### src/rtl/flash_status_pkg.sv
package flash_status_pkg;
    localparam int STAT_W  = 8;
    localparam int BIT_DP  = 7;
    localparam int BIT_TG  = 6;
    localparam int BIT_TO  = 5;
    localparam int BIT_TMR = 3;
    localparam int BIT_ST  = 2;

    typedef enum logic [1:0] {
        OP_PROG  = 2'b00,
        OP_CHIP  = 2'b01,
        OP_SECT  = 2'b10,
        OP_RSVD  = 2'b11
    } op_kind_e;

    typedef struct packed {
        logic t6;
        logic t2;
    } tog_state_t;
endpackage

### src/rtl/fsg_toggles.sv
module fsg_toggles
    import flash_status_pkg::*;
(
    input  logic clk,
    input  logic rst_n,
    input  logic clear_i,
    input  logic adv6_i,
    input  logic adv2_i,
    output logic tog6_o,
    output logic tog2_o
);
    tog_state_t s_d, s_q;

    always_comb begin
        s_d = s_q;
        if (clear_i) begin
            s_d = '0;
        end else begin
            if (adv6_i) s_d.t6 = ~s_q.t6;
            if (adv2_i) s_d.t2 = ~s_q.t2;
        end
    end

    always_ff @(posedge clk or negedge rst_n) begin
        if (!rst_n) s_q <= '0;
        else        s_q <= s_d;
    end

    assign tog6_o = s_q.t6;
    assign tog2_o = s_q.t2;

    // a start pulse leaves both toggles at zero
    a_r10_clear: assert property (@(posedge clk) disable iff (!rst_n)
        clear_i |=> (!tog6_o && !tog2_o));
    // each strobed read during an algorithm flips bit 6
    a_r3_flip6: assert property (@(posedge clk) disable iff (!rst_n)
        (adv6_i && !clear_i) |=> (tog6_o != $past(tog6_o)));
    // bit 6 holds when not advanced
    a_r6_hold6: assert property (@(posedge clk) disable iff (!rst_n)
        (!adv6_i && !clear_i) |=> $stable(tog6_o));
    // bit 2 holds when not advanced
    a_r7_hold2: assert property (@(posedge clk) disable iff (!rst_n)
        (!adv2_i && !clear_i) |=> $stable(tog2_o));
endmodule

### src/rtl/fsg_mux.sv
module fsg_mux
    import flash_status_pkg::*;
(
    input  logic [1:0]        op_kind_i,
    input  logic              busy_i,
    input  logic              erase_win_i,
    input  logic              suspend_i,
    input  logic              over_time_i,
    input  logic              prog_bit7_i,
    input  logic              in_erase_sec_i,
    input  logic              tog6_i,
    input  logic              tog2_i,
    output logic [STAT_W-1:0] status_o,
    output logic              valid_o
);
    op_kind_e kind;
    logic     active;

    always_comb begin
        kind     = op_kind_e'(op_kind_i);
        active   = busy_i | erase_win_i;
        status_o = '0;
        valid_o  = 1'b0;
        if (active) begin
            valid_o          = 1'b1;
            status_o[BIT_TG] = tog6_i;
            status_o[BIT_TO] = over_time_i;
            status_o[BIT_ST] = tog2_i;
            if (kind == OP_PROG) begin
                status_o[BIT_DP]  = ~prog_bit7_i;
                status_o[BIT_TMR] = 1'b0;
            end else begin
                status_o[BIT_DP]  = 1'b0;
                status_o[BIT_TMR] = (kind == OP_CHIP) | ~erase_win_i;
            end
        end else if (suspend_i && in_erase_sec_i) begin
            valid_o          = 1'b1;
            status_o[BIT_DP] = 1'b1;
            status_o[BIT_TG] = tog6_i;
            status_o[BIT_ST] = tog2_i;
        end
    end
endmodule

### src/rtl/flash_status_gen.sv
module flash_status_gen
    import flash_status_pkg::*;
(
    input  logic       clk,
    input  logic       rst_n,
    input  logic       op_start_i,
    input  logic [1:0] op_kind_i,
    input  logic       busy_i,
    input  logic       erase_win_i,
    input  logic       suspend_i,
    input  logic       over_time_i,
    input  logic       prog_bit7_i,
    input  logic       rd_strobe_i,
    input  logic       in_erase_sec_i,
    output logic [7:0] status_o,
    output logic       stat_valid_o
);
    logic adv6, adv2, tog6, tog2;

    assign adv6 = rd_strobe_i & (busy_i | erase_win_i);
    assign adv2 = rd_strobe_i & suspend_i & in_erase_sec_i;

    fsg_toggles u_tog (
        .clk     (clk),
        .rst_n   (rst_n),
        .clear_i (op_start_i),
        .adv6_i  (adv6),
        .adv2_i  (adv2),
        .tog6_o  (tog6),
        .tog2_o  (tog2)
    );

    fsg_mux u_mux (
        .op_kind_i      (op_kind_i),
        .busy_i         (busy_i),
        .erase_win_i    (erase_win_i),
        .suspend_i      (suspend_i),
        .over_time_i    (over_time_i),
        .prog_bit7_i    (prog_bit7_i),
        .in_erase_sec_i (in_erase_sec_i),
        .tog6_i         (tog6),
        .tog2_i         (tog2),
        .status_o       (status_o),
        .valid_o        (stat_valid_o)
    );

    // program shows inverted data on bit 7
    a_r1_prog_dp: assert property (@(posedge clk) disable iff (!rst_n)
        (busy_i && op_kind_i == 2'b00) |-> (stat_valid_o && status_o[7] == !prog_bit7_i));
    // erase shows 0 on bit 7
    a_r2_erase_dp: assert property (@(posedge clk) disable iff (!rst_n)
        ((busy_i || erase_win_i) && (op_kind_i == 2'b01 || op_kind_i == 2'b10)) |-> !status_o[7]);
    // suspended read outside erasing sector yields array data
    a_r7_other_sec: assert property (@(posedge clk) disable iff (!rst_n)
        (suspend_i && !busy_i && !erase_win_i && !in_erase_sec_i) |-> !stat_valid_o);
    // idle part drives no status
    a_r9_idle: assert property (@(posedge clk) disable iff (!rst_n)
        (!busy_i && !erase_win_i && !suspend_i) |-> (!stat_valid_o && status_o == 8'h00));
    // unused bits stay low
    a_r11_zero_bits: assert property (@(posedge clk) disable iff (!rst_n)
        (status_o[4] == 1'b0 && status_o[1:0] == 2'b00));
endmodule

### config.mk
export PLATFORM = sky130hd
export DESIGN_NAME = flash_status_gen
export DESIGN_NICKNAME = d
export VERILOG_FILES = /design/src/rtl/flash_status_pkg.sv /design/src/rtl/fsg_toggles.sv /design/src/rtl/fsg_mux.sv /design/src/rtl/flash_status_gen.sv
export SDC_FILE = /design/constraint.sdc
export NUM_CORES = 1
export LEC_CHECK = 0
export BUFFER_PORTS_ARGS = -buffer_cell sky130_fd_sc_hd__buf_4
export CAP_MARGIN = 10
export CORE_AREA = 2 2 39 41
export CTS_BUF_LIST = sky130_fd_sc_hd__clkbuf_16
export DETAILED_ROUTE_END_ITERATION = 8
export DIE_AREA = 0 0 41 43
export MAX_ROUTING_LAYER = met4
export SLEW_MARGIN = 20
export SYNTH_ARGS = -nofsm -noshare
export SYNTH_HDL_FRONTEND = slang
export SYNTH_SLANG_ARGS = --single-unit
### constraint.sdc
create_clock -name clk -period 0.9 [get_ports clk]
set_input_delay 0.18 -clock clk [delete_from_list [all_inputs] [get_ports clk]]
set_output_delay 0.18 -clock clk [all_outputs]
set_load 0.05 [all_outputs]
==> results_tabular.tex, run 1 <==
\begin{tabular}{lr}
\hline
Metric & Value \\
\hline
\multicolumn{2}{l}{\textbf{Pwr}} \\
\quad Share of power burned in combinational logic & 29.5\% \\
\quad Internal power contribution & 819 uW \\
\quad Sequential cell fraction of total power & 9.5\% \\
\quad Proportion of power drawn by the clock network & 61.1\% \\
\quad Net switching share of the total power & 24.7\% \\
\quad Worst vdd ir & 0.454 mV \\
\quad Psw & 269 uW \\
\quad Power consumption & 1.09 mW \\
\quad Power per Cell Area & 1800 mW/mm\^{}2 \\
\quad Leakage Power & 0.281 nW \\
\multicolumn{2}{l}{\textbf{STA}} \\
\quad Final Setup Violations & 6 \\
\quad Hold Violations, Final & 0 \\
\quad Worst setup margin & -0.176 ns \\
\quad Number of max-slew violations in the final report & 0 \\
\quad Time the final worst path needs with I/O delays and setup & 1.08 ns \\
\quad Fin Setup TNS & -0.623 ns \\
\quad RSZ-0062 raised after global routing & yes \\
\quad Highest achievable clock rate & 930 MHz \\
\quad Worst clock skew on the final layout & 0 ns \\
\quad Final period util & 120\% \\
\multicolumn{2}{l}{\textbf{Cells and area}} \\
\quad Filler Cells Inserted & 140 \\
\quad Antenna diodes & 0 \\
\quad Finished layout cell area & 603 um\^{}2 \\
\quad Area grow syn2layout & 203\% \\
\quad Final Net Count & 64 \\
\quad Layout cell share with drive strength beyond 1 & 76.0\% \\
\multicolumn{2}{l}{\textbf{Setup path}} \\
\quad Critical Path RT & 0.72 ns \\
\quad Delay contributed by the slowest stage of the critical path & 0.28 ns \\
\quad Element type at the critical path end & primary output \\
\quad Critical Path Slowest Stage Cell & a211oi\_4 \\
\quad Startpoint Class & primary input \\
\quad Most numerous cell on the critical path & buf\_8 \\
\quad Cells along the critical path & buf\_8, a211oi\_4, buf\_4, nor2\_4, buf\_8 \\
\quad Delay-heaviest family, CP & buffers and inverters \\
\quad Worst Path Arrival & 0.90 ns \\
\quad Max Fanout on Critical Path & 3 \\
\quad Worst Path Class, Setup & in2out \\
\quad Crit path buf inv count & 3 \\
\multicolumn{2}{l}{\textbf{Clock network}} \\
\quad CTS H-Tree Depth & 1 \\
\quad CTS tree & done \\
\quad Number of buffers added by the clock tree synthesis step & 3 \\
\quad Clock Sinks & 2 \\
\quad Insertion delay of the later-clocked pin in the worst-skew pair & 0.22 ns \\
\quad Deepest clock path buffer count & 2 \\
\quad Clock root cell & clkbuf\_16 \\
\quad Clock transition at the register clock pins on the worst setup and hold paths after CTS & 0.03 ns \\
\multicolumn{2}{l}{\textbf{Route}} \\
\quad Number of iterations in the first detailed-routing pass & 2 \\
\quad Vias & 263 \\
\quad Number of DRC markers after the initial detailed-route iteration & 1 \\
\quad Count of unresolved DRC violations after routing & 0 \\
\quad Average wire per standard cell & 10.2 um \\
\quad Overall routed net length & 670 um \\
\quad Antenna-violating nets left & 0 \\
\quad Number of vias per cell & 3.98 \\
\multicolumn{2}{l}{\textbf{Global route}} \\
\quad Overall routing resource usage & 9.03\% \\
\quad Global-route wire length before repair & 952 um \\
\quad Sum of overflow across all layers after global routing & 0 \\
\quad Pin count of the biggest net entering global routing & 5 \\
\quad Initial antenna violation count & 0 \\
\quad Via count of the first global-routing pass & 245 \\
\multicolumn{2}{l}{\textbf{Run}} \\
\quad Max-Cap Viols & 0 \\
\multicolumn{2}{l}{\textbf{Yosys}} \\
\quad EDFF count, synth & 0 \\
\quad Top cells by area, synth & dfrtp\_1 (25\%), nor2b\_1 (13\%), buf\_4 (11\%), mux2\_4 (7.5\%), a211oi\_2 (6.3\%) \\
\quad Most used standard cells in the synthesized netlist & nor2b\_1 (4), buf\_4 (3), nor2\_1 (3) \\
\quad Fraction of registers with async set or reset after synthesis & 100\% \\
\quad Warning count from the yosys run & 0 \\
\quad Post-Syn Instances & 23 \\
\quad Synth top area share & 25.2\% \\
\quad Total standard cell area after synthesis & 199 um\^{}2 \\
\quad Mean post-synth cell area & 8.65 um\^{}2 \\
\quad Number of storage elements in the synthesis netlist & 2 \\
\quad Distinct cell type count of the synthesized netlist & 15 \\
\quad Register area share after synthesis & 25.2\% \\
\quad Dominant register cell in the synthesized netlist & dfrtp\_1 \\
\quad Cell taking the most area after synthesis & dfrtp\_1 \\
\quad Leading cell type by number of instances after synthesis & nor2b\_1 \\
\multicolumn{2}{l}{\textbf{Placement}} \\
\quad Buffers on Ports & 17 \\
\quad DP Area & 413 um\^{}2 \\
\quad DP HPWL & 453 um \\
\quad Placer Congestion & 0.631 \\
\multicolumn{2}{l}{\textbf{Die}} \\
\quad Die Outline Area & 0.00176 mm\^{}2 \\
\quad Die Height & 43 um \\
\quad Number of top-level pins & 21 \\
\quad Width of the die & 41 um \\
\quad Standard cell core area & 0.00138 mm\^{}2 \\
\quad Number of placement rows & 14 \\
\quad Initial Utilization & 14.4\% \\
\multicolumn{2}{l}{\textbf{Run status}} \\
\quad Violated checks & setup timing \\
\quad Run status & complete, but fails checks \\
\multicolumn{2}{l}{\textbf{Worst hold path}} \\
\quad Type of the tightest min-delay check & in2async \\
\hline
\end{tabular}
logic make-up (layout without fill, tap and decap cells):
| kind of cell | count (synthesis) | after routing | synth area share [%] |
|---|---|---|---|
| and+or+nand+nor | 8 | 8 | 20.7 |
| AOI/OAI and AO/OA | 6 | 6 | 25.8 |
| buffers and inverters | 4 | 29 | 13.2 |
| muxes | 2 | 2 | 13.2 |
| DFF | 2 | 2 | 25.2 |
| other | 1 | 3 | 1.88 |
timing repair:
action | 4_1_cts | 5_1_grt
setup buffers | 0 | 0
endpoints found under the hold margin | 2 | 0
hold buffers | 1 | 0
pin swaps | 5 | 2
gates cloned | 0 | 0
endpoints found under the setup margin | 6 | 8
gates resized for setup | 18 | 7
worst reg2reg max path, stage by stage, from the launching register on:
cell	delay, ns
dfrtp_1	0.39
nor2b_1	0.14
mux2_4	0.24
metal layers:
layer	vias to the layer above	GRT usage, %	wire [um]
met4	0	10.0	22
met3	2	3.14	59
met2	16	13.4	376
li1	128	-	-
met5	-	-	0
met1	117	7.67	212
cell usage in the layout, fill, tap and decap left out:
cell,netlist,routed
a211oi_4,0,1
a21oi_2,0,1
buf_4,3,9
buf_6,0,11
buf_8,0,4
clkbuf_16,0,3
conb_1,1,3
dfrtp_1,2,2
dlygate4sd3_1,0,1
inv_1,1,1
mux2_4,1,2
nand3_1,1,1
nor2_1,3,2
nor2_4,0,1
nor2b_1,4,1
nor2b_4,0,3
o21a_1,1,1
o21ai_2,1,1
o22ai_2,0,1
o32a_4,0,1
through the flow:
stage                     hold WS [ns]  setup WS [ns]  instances  utilization [%]
after floorplan                 -0.116         -0.253         25                -
after global routing             0.294         -0.198         66             43.6
after detailed placement       -0.0358         -0.242         62             29.8
final                            0.289         -0.176         66             43.6
after CTS                        0.290         -0.186         66             41.7
after global placement         -0.0360         -0.230         62             29.8
state kept, by name (all words and copies together) (netlist names):
signal and count:
u_tog.tog6_o 1, u_tog.tog2_o 1
power groups by stage:
stage / Sequential (mW) / Clock, mW / Combinational, mW
6_report: 0.103 / 0.664 / 0.321
3_3_place_gp: 0.103 / 0 / 0.260
2_1_floorplan: 0.102 / 0 / 0.162
5_1_grt: 0.104 / 0.688 / 0.335
3_5_place_dp: 0.104 / 0 / 0.261
4_1_cts: 0.103 / 0.680 / 0.309
final cells by class:
| class | count | area [um^2] | share of cell area, % |
|---|---|---|---|
| clock buffers | 3 | 75.1 | 12.4 |
| inverters | 1 | 3.75 | 0.622 |
| multi-input cells | 19 | 193 | 32.0 |
| flip-flops and latches | 2 | 50.0 | 8.30 |
| well taps | 16 | 20.0 | 3.32 |
| repair buffers | 25 | 262 | 43.4 |
path summary, 6_finish.rpt:
check                                    start  cells past startpoint  slack, ns           end
worst max register to register    u_tog.tog6_o                      2       0.01  u_tog.tog6_o
max in group asynchronous                rst_n                      2       0.52  u_tog.tog6_o
worst max-delay path            in_erase_sec_i                      5      -0.18   status_o[7]
worst min-delay path                     rst_n                      2       0.29  u_tog.tog2_o
min in group clk                   rd_strobe_i                      3       0.31  u_tog.tog6_o
worst min register to register    u_tog.tog2_o                      2       0.66  u_tog.tog2_o
Note: power is estimated with default switching activity, not from simulation.
==> inputs of run 2 (changes only) <==
Settings changed: PLACE_DENSITY_LB_ADDON set to 0.12.
==> run 2 against run 1 <==
- wire length increased by 14%
- hold slack got worse by 0.0031 ns
- core utilization increased by 1.5 points
- non-clock buffer count increased by 1
- setup slack got worse by 0.0080 ns
- first-iteration DRC count decreased by 100%
- clock skew unchanged
- via count increased by 2.3%
- total power increased by 2.2%
- final cell count increased by 1.5%
- global-route usage increased by 0.10 points
- die area unchanged
- the flow still finishes with violations (setup timing)
==> results_tabular.tex, run 2 (synthesis results as in run 1) <==
\begin{tabular}{lr}
\hline
Metric & Value \\
\hline
\multicolumn{2}{l}{\textbf{Setup path}} \\
\quad Cell depth of the worst setup path & 4 (-1) \\
\quad Delay-heaviest family, CP & compound AO/OA/AOI/OAI gates \\
\quad Reg2reg setup slack & -0.10 ns (-0.11 ns) \\
\quad Cells along the critical path & buf\_6, o32a\_4, nor2\_4, buf\_8 \\
\quad Worst Path Class, Setup & in2out \\
\quad Logic depth of the worst register-to-register path & 3 (+1) \\
\quad Delay contributed by the slowest stage of the critical path & 0.38 ns (+0.10 ns) \\
\quad Crit path launch & op\_kind\_i[1] \\
\quad Crit path buf inv count & 2 (-1) \\
\quad Max Fanout on Critical Path & 2 (-1) \\
\quad Critical Path Sink & status\_o[7] \\
\quad Critical Path Slowest Stage Cell & o32a\_4 \\
\quad Startpoint Class & primary input \\
\quad Launching point of the worst reg2reg path & u\_tog.tog2\_o \\
\quad Critical R2R Capture & u\_tog.tog2\_o \\
\quad Worst Path Arrival & 0.90 ns (about the same) \\
\quad Critical Path RT & 0.72 ns (about the same) \\
\quad Element type at the critical path end & primary output \\
\multicolumn{2}{l}{\textbf{Clock network}} \\
\quad Clock transition at the register clock pins on the worst setup and hold paths after CTS & 0.03 ns (about the same) \\
\quad Clock Sinks & 2 (unchanged) \\
\quad Number of buffers added by the clock tree synthesis step & 3 (unchanged) \\
\quad Clock root cell & clkbuf\_16 \\
\quad Insertion delay of the later-clocked pin in the worst-skew pair & 0.22 ns (about the same) \\
\quad CTS tree & done \\
\quad Deepest clock path buffer count & 2 (unchanged) \\
\quad CTS H-Tree Depth & 1 (unchanged) \\
\multicolumn{2}{l}{\textbf{Cells and area}} \\
\quad Final Net Count & 65 (+1.6\%) \\
\quad Area grow syn2layout & 214\% \\
\quad Most common library cell in the layout ignoring fill and taps & buf\_6 \\
\quad Antenna diodes & 0 (unchanged) \\
\quad Most frequent cells in the layout & buf\_6 (11), buf\_4 (10), buf\_8 (4) \\
\quad Layout Cells excl Fill & 67 (+1.5\%) \\
\quad Layout cell share with drive strength beyond 1 & 78.4\% (+2.4 points) \\
\multicolumn{2}{l}{\textbf{Die}} \\
\quad Die Height & 43 um (unchanged) \\
\quad Number of top-level pins & 21 (unchanged) \\
\quad Number of placement rows & 14 (unchanged) \\
\quad Die Outline Area & 0.00176 mm\^{}2 (unchanged) \\
\quad Width of the die & 41 um (unchanged) \\
\quad Standard cell core area & 0.00138 mm\^{}2 (unchanged) \\
\quad Initial Utilization & 14.4\% (unchanged) \\
\multicolumn{2}{l}{\textbf{STA}} \\
\quad Worst setup margin & -0.184 ns (-0.00800 ns) \\
\quad Hold Violations, Final & 0 (unchanged) \\
\quad Final-layout worst hold slack & 0.286 ns (-0.00306 ns) \\
\quad RSZ-0062 raised after global routing & yes \\
\quad Final period util & 120\% (+0.89 points) \\
\quad Final Setup Violations & 8 (+2) \\
\quad Fin Setup TNS & -0.825 ns (-0.202 ns) \\
\quad Highest achievable clock rate & 923 MHz (-0.74\%) \\
\quad Number of max-slew violations in the final report & 0 (unchanged) \\
\quad Worst clock skew on the final layout & 0 ns (unchanged) \\
\quad Time the final worst path needs with I/O delays and setup & 1.08 ns (+0.00800 ns) \\
\multicolumn{2}{l}{\textbf{Global route}} \\
\quad Initial antenna violation count & 0 (unchanged) \\
\quad Global-route wire length before repair & 993 um (+4.3\%) \\
\quad Via count of the first global-routing pass & 259 (+5.7\%) \\
\quad Pin count of the biggest net entering global routing & 6 (+1) \\
\quad Overall routing resource usage & 9.14\% (+0.10 points) \\
\quad Sum of overflow across all layers after global routing & 0 (unchanged) \\
\multicolumn{2}{l}{\textbf{Route}} \\
\quad Count of unresolved DRC violations after routing & 0 (unchanged) \\
\quad Average wire per standard cell & 11.4 um (+12\%) \\
\quad Number of vias per cell & 4.01 (+0.75\%) \\
\quad Overall routed net length & 764 um (+14\%) \\
\quad Number of DRC markers after the initial detailed-route iteration & 0 (-1) \\
\quad Antenna-violating nets left & 0 (unchanged) \\
\quad Number of iterations in the first detailed-routing pass & 1 (-1) \\
\quad Vias & 269 (+2.3\%) \\
\multicolumn{2}{l}{\textbf{Placement}} \\
\quad DP HPWL & 520 um (+15\%) \\
\quad Cells after DPL & 59 (-4.8\%) \\
\quad Placer Congestion & 0.626 (-0.67\%) \\
\quad Buffers on Ports & 17 (unchanged) \\
\multicolumn{2}{l}{\textbf{Pwr}} \\
\quad Power per Cell Area & 1780 mW/mm\^{}2 (-1.3\%) \\
\quad Worst vdd ir & 0.750 mV (+65\%) \\
\quad Leakage Power & 0.286 nW (+1.8\%) \\
\multicolumn{2}{l}{\textbf{Worst hold path}} \\
\quad Type of the tightest min-delay check & in2async \\
\multicolumn{2}{l}{\textbf{Run status}} \\
\quad Violated checks & setup timing \\
\quad Run status & complete, but fails checks \\
\multicolumn{2}{l}{\textbf{Run}} \\
\quad Max-Cap Viols & 0 (unchanged) \\
\hline
\end{tabular}
-- run 2: cell types whose count changed in the layout (fill, tap and decap cells not counted) --
cell / before / now
a21oi_2: 1 / 0
a21oi_4: 0 / 1
buf_4: 9 / 10
inv_1: 1 / 0
inv_4: 0 / 1
mux2_2: 0 / 1
mux2_4: 2 / 1
o22ai_2: 1 / 0
o22ai_4: 0 / 1
-- run 2: what timing repair did --
action	4_1_cts	5_1_grt
pin swaps	6	4
hold buffers	1	0
resized for setup	20	9
setup endpoints to repair	6	8
endpoints found under the hold margin	2	0
setup buffers	2	3
-- run 2: worst reg2reg max path, delay by kind of cell, from the launching register on --
| family | cells | cell delay, ns |
|---|---|---|
| muxes | 1 | 0.25 |
| buffers and inverters | 1 | 0.14 |
| DFF | 1 | 0.37 |
| and+or+nand+nor | 1 | 0.12 |
-- run 2: cell type report --
| cell class | instances | area (um^2) |
|---|---|---|
| clock buffer | 3 | 75.1 |
| fill | 141 | 759 |
| inverter | 1 | 6.26 |
| multi-input combinational | 19 | 204 |
| sequential | 2 | 50.0 |
| tap | 16 | 20.0 |
| timing repair buffer | 26 | 269 |
-- run 2: how the worst min path moves through the flow --
stage,start,end,depth (start not counted)
floorplan,rst_n,u_tog.tog2_o,0
global placement,rst_n,u_tog.tog6_o,1
detailed placement,rst_n,u_tog.tog2_o,1
CTS,rst_n,u_tog.tog6_o,2
global route,rst_n,u_tog.tog2_o,2
finish,rst_n,u_tog.tog6_o,2
-- run 2: per-stage QoR --
step                      total power [mW]  setup slack, ns  cell area [um^2]  utilization (%)
after global placement               0.354           -0.215               390             28.2
after global routing                  1.15           -0.198               624             45.1
final                                 1.11           -0.184               624             45.1
after floorplan                      0.263           -0.253               235                -
after detailed placement             0.357           -0.226               390             28.2
after CTS                             1.10           -0.192               573             41.4
-- run 2: where the power goes --
part	switching [mW]	internal [mW]
logic	0.178	0.171
clock network	0.0965	0.565
registers	0.00424	0.0974
-- run 2: per-layer routing --
layer,vias to the layer above,global-route usage [%],share of wire [%]
li1,132,-,-
met1,122,7.67,32
met3,0,3.66,11
met2,15,14.4,57
met5,-,-,0
met4,0,8.00,0
